$ cat src/rtl/gpio_irq_pkg.sv
package gpio_irq_pkg;

    localparam int PIN_W  = 32;
    localparam int ADDR_W = 3;

    typedef enum logic [ADDR_W-1:0] {
        SEL_MODE    = 3'd0,
        SEL_POL     = 3'd1,
        SEL_BOTH    = 3'd2,
        SEL_STAT    = 3'd3,
        SEL_UNMASK  = 3'd4,
        SEL_MASKSET = 3'd5,
        SEL_MASK    = 3'd6,
        SEL_NONE    = 3'd7
    } reg_sel_e;

    typedef struct packed {
        logic edge_mode;
        logic rise_high;
        logic both;
    } pin_cfg_t;

    // Single-pin event decision from the configuration, the present level and the previous level.
    function automatic logic pin_event(pin_cfg_t c, logic now, logic prev);
        logic rise, fall;
        rise = now & ~prev;
        fall = ~now & prev;
        if (c.edge_mode) begin
            if (c.both) return rise | fall;
            return c.rise_high ? rise : fall;
        end
        return c.rise_high ? now : ~now;
    endfunction

endpackage

$ cat src/rtl/gpio_irq_cfg.sv
module gpio_irq_cfg
    import gpio_irq_pkg::*;
#(
    parameter int W  = PIN_W,
    parameter int AW = ADDR_W
) (
    input  logic          clk,
    input  logic          rst,
    input  logic          wr_en,
    input  logic [AW-1:0] addr,
    input  logic [W-1:0]  wr_data,
    output logic [W-1:0]  mode_q,
    output logic [W-1:0]  pol_q,
    output logic [W-1:0]  both_q,
    output logic [W-1:0]  mask_q,
    output logic [W-1:0]  stat_clr
);

    reg_sel_e sel;
    assign sel = reg_sel_e'(addr);

    always_ff @(posedge clk) begin
        if (rst) begin
            mode_q <= '0;
            pol_q  <= '0;
            both_q <= '0;
            mask_q <= '1;
        end else if (wr_en) begin
            case (sel)
                SEL_MODE:    mode_q <= wr_data;
                SEL_POL:     pol_q  <= wr_data;
                SEL_BOTH:    both_q <= wr_data;
                SEL_UNMASK:  mask_q <= mask_q & ~wr_data;
                SEL_MASKSET: mask_q <= mask_q | wr_data;
                default: ;
            endcase
        end
    end

    always_comb begin
        stat_clr = '0;
        if (wr_en && sel == SEL_STAT) stat_clr = wr_data;
    end


    unmask_write_chk: assert property (@(posedge clk) disable iff (rst)
        (wr_en && sel == SEL_UNMASK) |=> ((mask_q & $past(wr_data)) == '0));


    maskset_write_chk: assert property (@(posedge clk) disable iff (rst)
        (wr_en && sel == SEL_MASKSET) |=> ((mask_q & $past(wr_data)) == $past(wr_data)));

endmodule

$ cat src/rtl/gpio_irq_detect.sv
module gpio_irq_detect
    import gpio_irq_pkg::*;
#(
    parameter int W = PIN_W
) (
    input  logic         clk,
    input  logic         rst,
    input  logic [W-1:0] pins,
    input  logic [W-1:0] mode_q,
    input  logic [W-1:0] pol_q,
    input  logic [W-1:0] both_q,
    output logic [W-1:0] evt
);

    logic [W-1:0] prev_q;

    always_ff @(posedge clk) begin
        if (rst) prev_q <= '0;
        else     prev_q <= pins;
    end

    for (genvar i = 0; i < W; i++) begin : g_pin
        pin_cfg_t cfg_w;
        assign cfg_w = '{edge_mode: mode_q[i], rise_high: pol_q[i], both: both_q[i]};
        assign evt[i] = pin_event(cfg_w, pins[i], prev_q[i]);
    end


    both_edge_chk: assert property (@(posedge clk) disable iff (rst)
        ((mode_q & both_q & (pins ^ prev_q)) & ~evt) == '0);

endmodule

$ cat src/rtl/gpio_irq_status.sv
module gpio_irq_status
    import gpio_irq_pkg::*;
#(
    parameter int W = PIN_W
) (
    input  logic         clk,
    input  logic         rst,
    input  logic [W-1:0] evt,
    input  logic [W-1:0] clr,
    input  logic [W-1:0] mask_q,
    output logic [W-1:0] stat_q,
    output logic         irq
);

    logic [W-1:0] live;

    always_ff @(posedge clk) begin
        if (rst) stat_q <= '0;
        else     stat_q <= (stat_q & ~clr) | evt;
    end

    assign live = stat_q & ~mask_q;
    assign irq  = |live;


    event_wins_chk: assert property (@(posedge clk) disable iff (rst)
        1'b1 |=> ((stat_q & $past(evt)) == $past(evt)));


    clear_takes_chk: assert property (@(posedge clk) disable iff (rst)
        1'b1 |=> ((stat_q & $past(clr & ~evt)) == '0));


    no_spurious_set_chk: assert property (@(posedge clk) disable iff (rst)
        ((stat_q & ~$past(stat_q) & ~$past(evt)) == '0));

endmodule

$ cat src/rtl/gpio_irq_bank.sv
module gpio_irq_bank
    import gpio_irq_pkg::*;
#(
    parameter int W  = PIN_W,
    parameter int AW = ADDR_W
) (
    input  logic          clk,
    input  logic          rst,
    input  logic [W-1:0]  pins,
    input  logic          wr_en,
    input  logic [AW-1:0] addr,
    input  logic [W-1:0]  wr_data,
    output logic [W-1:0]  rd_data,
    output logic          irq
);

    logic [W-1:0] mode_q, pol_q, both_q, mask_q, stat_clr, evt, stat_q;

    gpio_irq_cfg #(.W(W), .AW(AW)) u_cfg (
        .clk(clk), .rst(rst), .wr_en(wr_en), .addr(addr), .wr_data(wr_data),
        .mode_q(mode_q), .pol_q(pol_q), .both_q(both_q), .mask_q(mask_q),
        .stat_clr(stat_clr)
    );

    gpio_irq_detect #(.W(W)) u_detect (
        .clk(clk), .rst(rst), .pins(pins), .mode_q(mode_q), .pol_q(pol_q),
        .both_q(both_q), .evt(evt)
    );

    gpio_irq_status #(.W(W)) u_status (
        .clk(clk), .rst(rst), .evt(evt), .clr(stat_clr), .mask_q(mask_q),
        .stat_q(stat_q), .irq(irq)
    );

    always_comb begin
        case (reg_sel_e'(addr))
            SEL_MODE: rd_data = mode_q;
            SEL_POL:  rd_data = pol_q;
            SEL_BOTH: rd_data = both_q;
            SEL_STAT: rd_data = stat_q;
            SEL_MASK: rd_data = mask_q;
            default:  rd_data = '0;
        endcase
    end


    all_masked_quiet_chk: assert property (@(posedge clk) disable iff (rst)
        (&mask_q) |-> !irq);

endmodule

$ cat config.mk
export PLATFORM = sky130hd
export DESIGN_NAME = gpio_irq_bank
export DESIGN_NICKNAME = d
export VERILOG_FILES = /design/src/rtl/gpio_irq_pkg.sv /design/src/rtl/gpio_irq_cfg.sv /design/src/rtl/gpio_irq_detect.sv /design/src/rtl/gpio_irq_status.sv /design/src/rtl/gpio_irq_bank.sv
export SDC_FILE = /design/constraint.sdc
export NUM_CORES = 1
export LEC_CHECK = 0
export ABC_CLOCK_PERIOD_IN_PS = 3400
export BUFFER_PORTS_ARGS = -buffer_cell sky130_fd_sc_hd__buf_2
export CORE_UTILIZATION = 40
export CTS_BUF_LIST = sky130_fd_sc_hd__clkbuf_8
export CTS_CLUSTER_DIAMETER = 100
export DETAILED_ROUTE_END_ITERATION = 10
export PLACE_DENSITY = 0.67
export SYNTH_ARGS = -nofsm -noshare
export SYNTH_HDL_FRONTEND = slang
export SYNTH_HIERARCHICAL = 1
export SYNTH_SLANG_ARGS = --single-unit
$ cat constraint.sdc
create_clock -name clk -period 3.4 [get_ports clk]
set_clock_uncertainty 0.05 [all_clocks]
set_input_delay 0.17 -clock clk [delete_from_list [all_inputs] [get_ports clk]]
set_output_delay 0.17 -clock clk [all_outputs]
set_load 0.02 [all_outputs]
==> run summary <==
FP Rows: 60
CP required: 3.18 ns
fin crit share: 68.4%
# clock sinks: 192
first-pass GRT wire length: 44.9 mm
PortBufs: 102
Root Buffer: clkbuf_8
R2R depth: 7
P per Cell Area: 364 mW/mm^2
asr flop ratio synth: 0%
# DRC: 0
commonest non-fill, non-tap cell in the layout: dfxtp_1
Pwr Total: 4770 uW
Lkg Pwr: 0.00587 uW
RSZ-0062 raised after global routing: false
Post-Syn Nets: 1,327
Antenna Cells: 0
Core Footprint: 0.0272 sq mm
syn avg cell area: 9.38 sq um
HP Class: input port to register
Die X: 169 um
Yosys reg bits: 192
FILL cells: 2,641
Fmax: 430 MHz
dpl hpwl: 19.5 mm
drt first pass iters: 5
vias in the first global route: 8,420
clock-pin slew on the worst setup and hold paths: 0.09 ns
CTS resizes: 0
All-Layer GR Usage: 20.0%
largest net degree at the start of global routing: 75
setup_tns: 0 ns
commonest register cell after synthesis: dfxtp_1
Seq/Total Area, Yosys: 34.4%
final WL: 28.4 mm
Post-Synthesis Cell Area: 0.0112 sq mm
fin crit period: 2.33 ns
share of post-route cells with drive strength above 1: 16.6%
Worst Setup Start Kind: input port
vias: 8,732
num ports: 103
die height: 169 um
synth unique cells: 32
gpl congestion: 0.809
Clock Latency Late Sink: 0.48 ns
CTS tree: built
Tightest Pin Transition: 1.01 ns
Yosys warnings: 6
Worst Hold Depth: 2
via/cell ratio: 5.10
Max-slew headroom: 32.3%
Cells after Synth: 1,193
DRT iter0 DRCs: 623
antenna viol nets, final: 0
Max IR drop VDD: 184 uV
DP Worst Slack: 1.09 ns
Congestion Overflow GR: 0
clk buf depth: 2
run status: finished, final reports clean
die area: 0.0286 sq mm
final setup violation count: 0
Crit. End Element: primary output
Register Area: 0.00384 sq mm
CP max FO: 44
Nets: 1,460
Worst Slack Setup Final: 1.07 ns
critical path arrival: 2.11 ns
routed len/inst: 16.6 um
commonest non-fill, non-tap cells in the layout: dfxtp_1, mux2i_1, nand2b_1
area grow syn2layout: 16.9%
H-tree Lvls: 4
initial core utilization: 41.2%
TritonCTS buffer count: 17
multi-input logic area: 0.00654 sq mm
Pins Over Slew Limit: 0
Final Hold Vio Count: 0
EDFF count, synth: 0
Crit Path Category: input port to primary output
antenna violations before repair: 0
max-cap violation count: 0
worst max-delay path, stage by stage:
cell and delay [ns]:
buf_2 0.40, nor3_2 0.60, buf_4 0.46, a221o_1 0.26, buf_2 0.18
kinds of logic (layout without fill, tap and decap cells):
logic type / Yosys count / after routing / synth area share (%)
AO/OA/AOI/OAI: 176 / 176 / 12.7
XOR/XNOR: 32 / 32 / 2.51
adder cells (fa/ha/maj): 64 / 64 / 7.16
buffers and inverters: 198 / 344 / 7.54
flip-flops: 192 / 192 / 34.4
multiplexers: 193 / 193 / 18.7
AND/OR/NAND/NOR: 338 / 338 / 17.1
path summary, 6_finish.rpt:
kind | start | end | slack, ns
worst max-delay path | addr[2] | rd_data[31] | 1.07
worst min-delay path | rst | u_detect/prev_q[28]$_SDFF_PP0_ | 0.03
worst max register to register | u_detect/prev_q[28]$_SDFF_PP0_ | u_status/stat_q[28]$_SDFF_PP0_ | 1.96
worst min register to register | u_cfg/mode_q[11]$_SDFFE_PP0P_ | u_cfg/mode_q[11]$_SDFFE_PP0P_ | 0.47
cell type report:
class                           instances  share of cell area [%]
Multi-Input combinational cell        803                    50.0
Sequential cell                       192                    29.4
Clock inverter                         10                   0.957
Tap cell                              372                    3.56
Inverter                              128                    3.67
Clock buffer                           22                    2.32
Timing Repair Buffer                  184                    10.1
power by group:
| part | switching [uW] | internal, uW |
|---|---|---|
| Clock | 844 | 758 |
| Combinational | 404 | 341 |
| Sequential | 83.4 | 2330 |
| Total | 1330 | 3430 |
layer usage:
layer | track usage, % | vias to the layer above | share of wire (%)
li1 | - | 4338 | -
met1 | 26.8 | 4199 | 49
met2 | 32.9 | 167 | 47
met3 | 3.29 | 28 | 3.2
met4 | 5.56 | 0 | 1.5
met5 | 0 | - | 0
metrics by stage:
stage	area [sq um]	cells	util [%]	hold WS [ns]
after floorplan	11200	1193	-	0.187
after global placement	12000	1615	44.2	0.399
after detailed placement	12000	1615	44.2	0.408
after CTS	13100	1711	48.1	0.0128
after global routing	13100	1711	48.1	0.0278
final	13100	1711	48.1	0.0338
what timing repair did:
item / in CTS / in global routing
hold endpoints to repair: 149 / 0
hold buffers: 64 / 0
setup buffers: 0 / 0
Yosys cell counts, types with 2 or more instances:
| cell type | number | area [sq um] |
|---|---|---|
| xor2_1 | 32 | 280 |
| mux2i_1 | 161 | 1610 |
| nand2b_1 | 130 | 813 |
| o22ai_1 | 17 | 106 |
| buf_4 | 3 | 22.5 |
| nand4b_1 | 32 | 280 |
| o211ai_2 | 32 | 400 |
| o2bb2ai_1 | 31 | 272 |
| clkbuf_1 | 31 | 116 |
| buf_2 | 29 | 145 |
| a21oi_1 | 32 | 160 |
| nand4bb_1 | 2 | 22.5 |
| inv_1 | 128 | 480 |
| and2_1 | 32 | 200 |
| nor2_1 | 98 | 368 |
| dfxtp_1 | 192 | 3840 |
| nand2_1 | 32 | 120 |
| o21ai_1 | 32 | 160 |
| mux2_4 | 32 | 480 |
| a221o_1 | 31 | 310 |
| nor4_1 | 4 | 25.0 |
| ha_1 | 64 | 801 |
| buf_6 | 7 | 78.8 |
No activity file was read; power rests on OpenSTA's default activity.
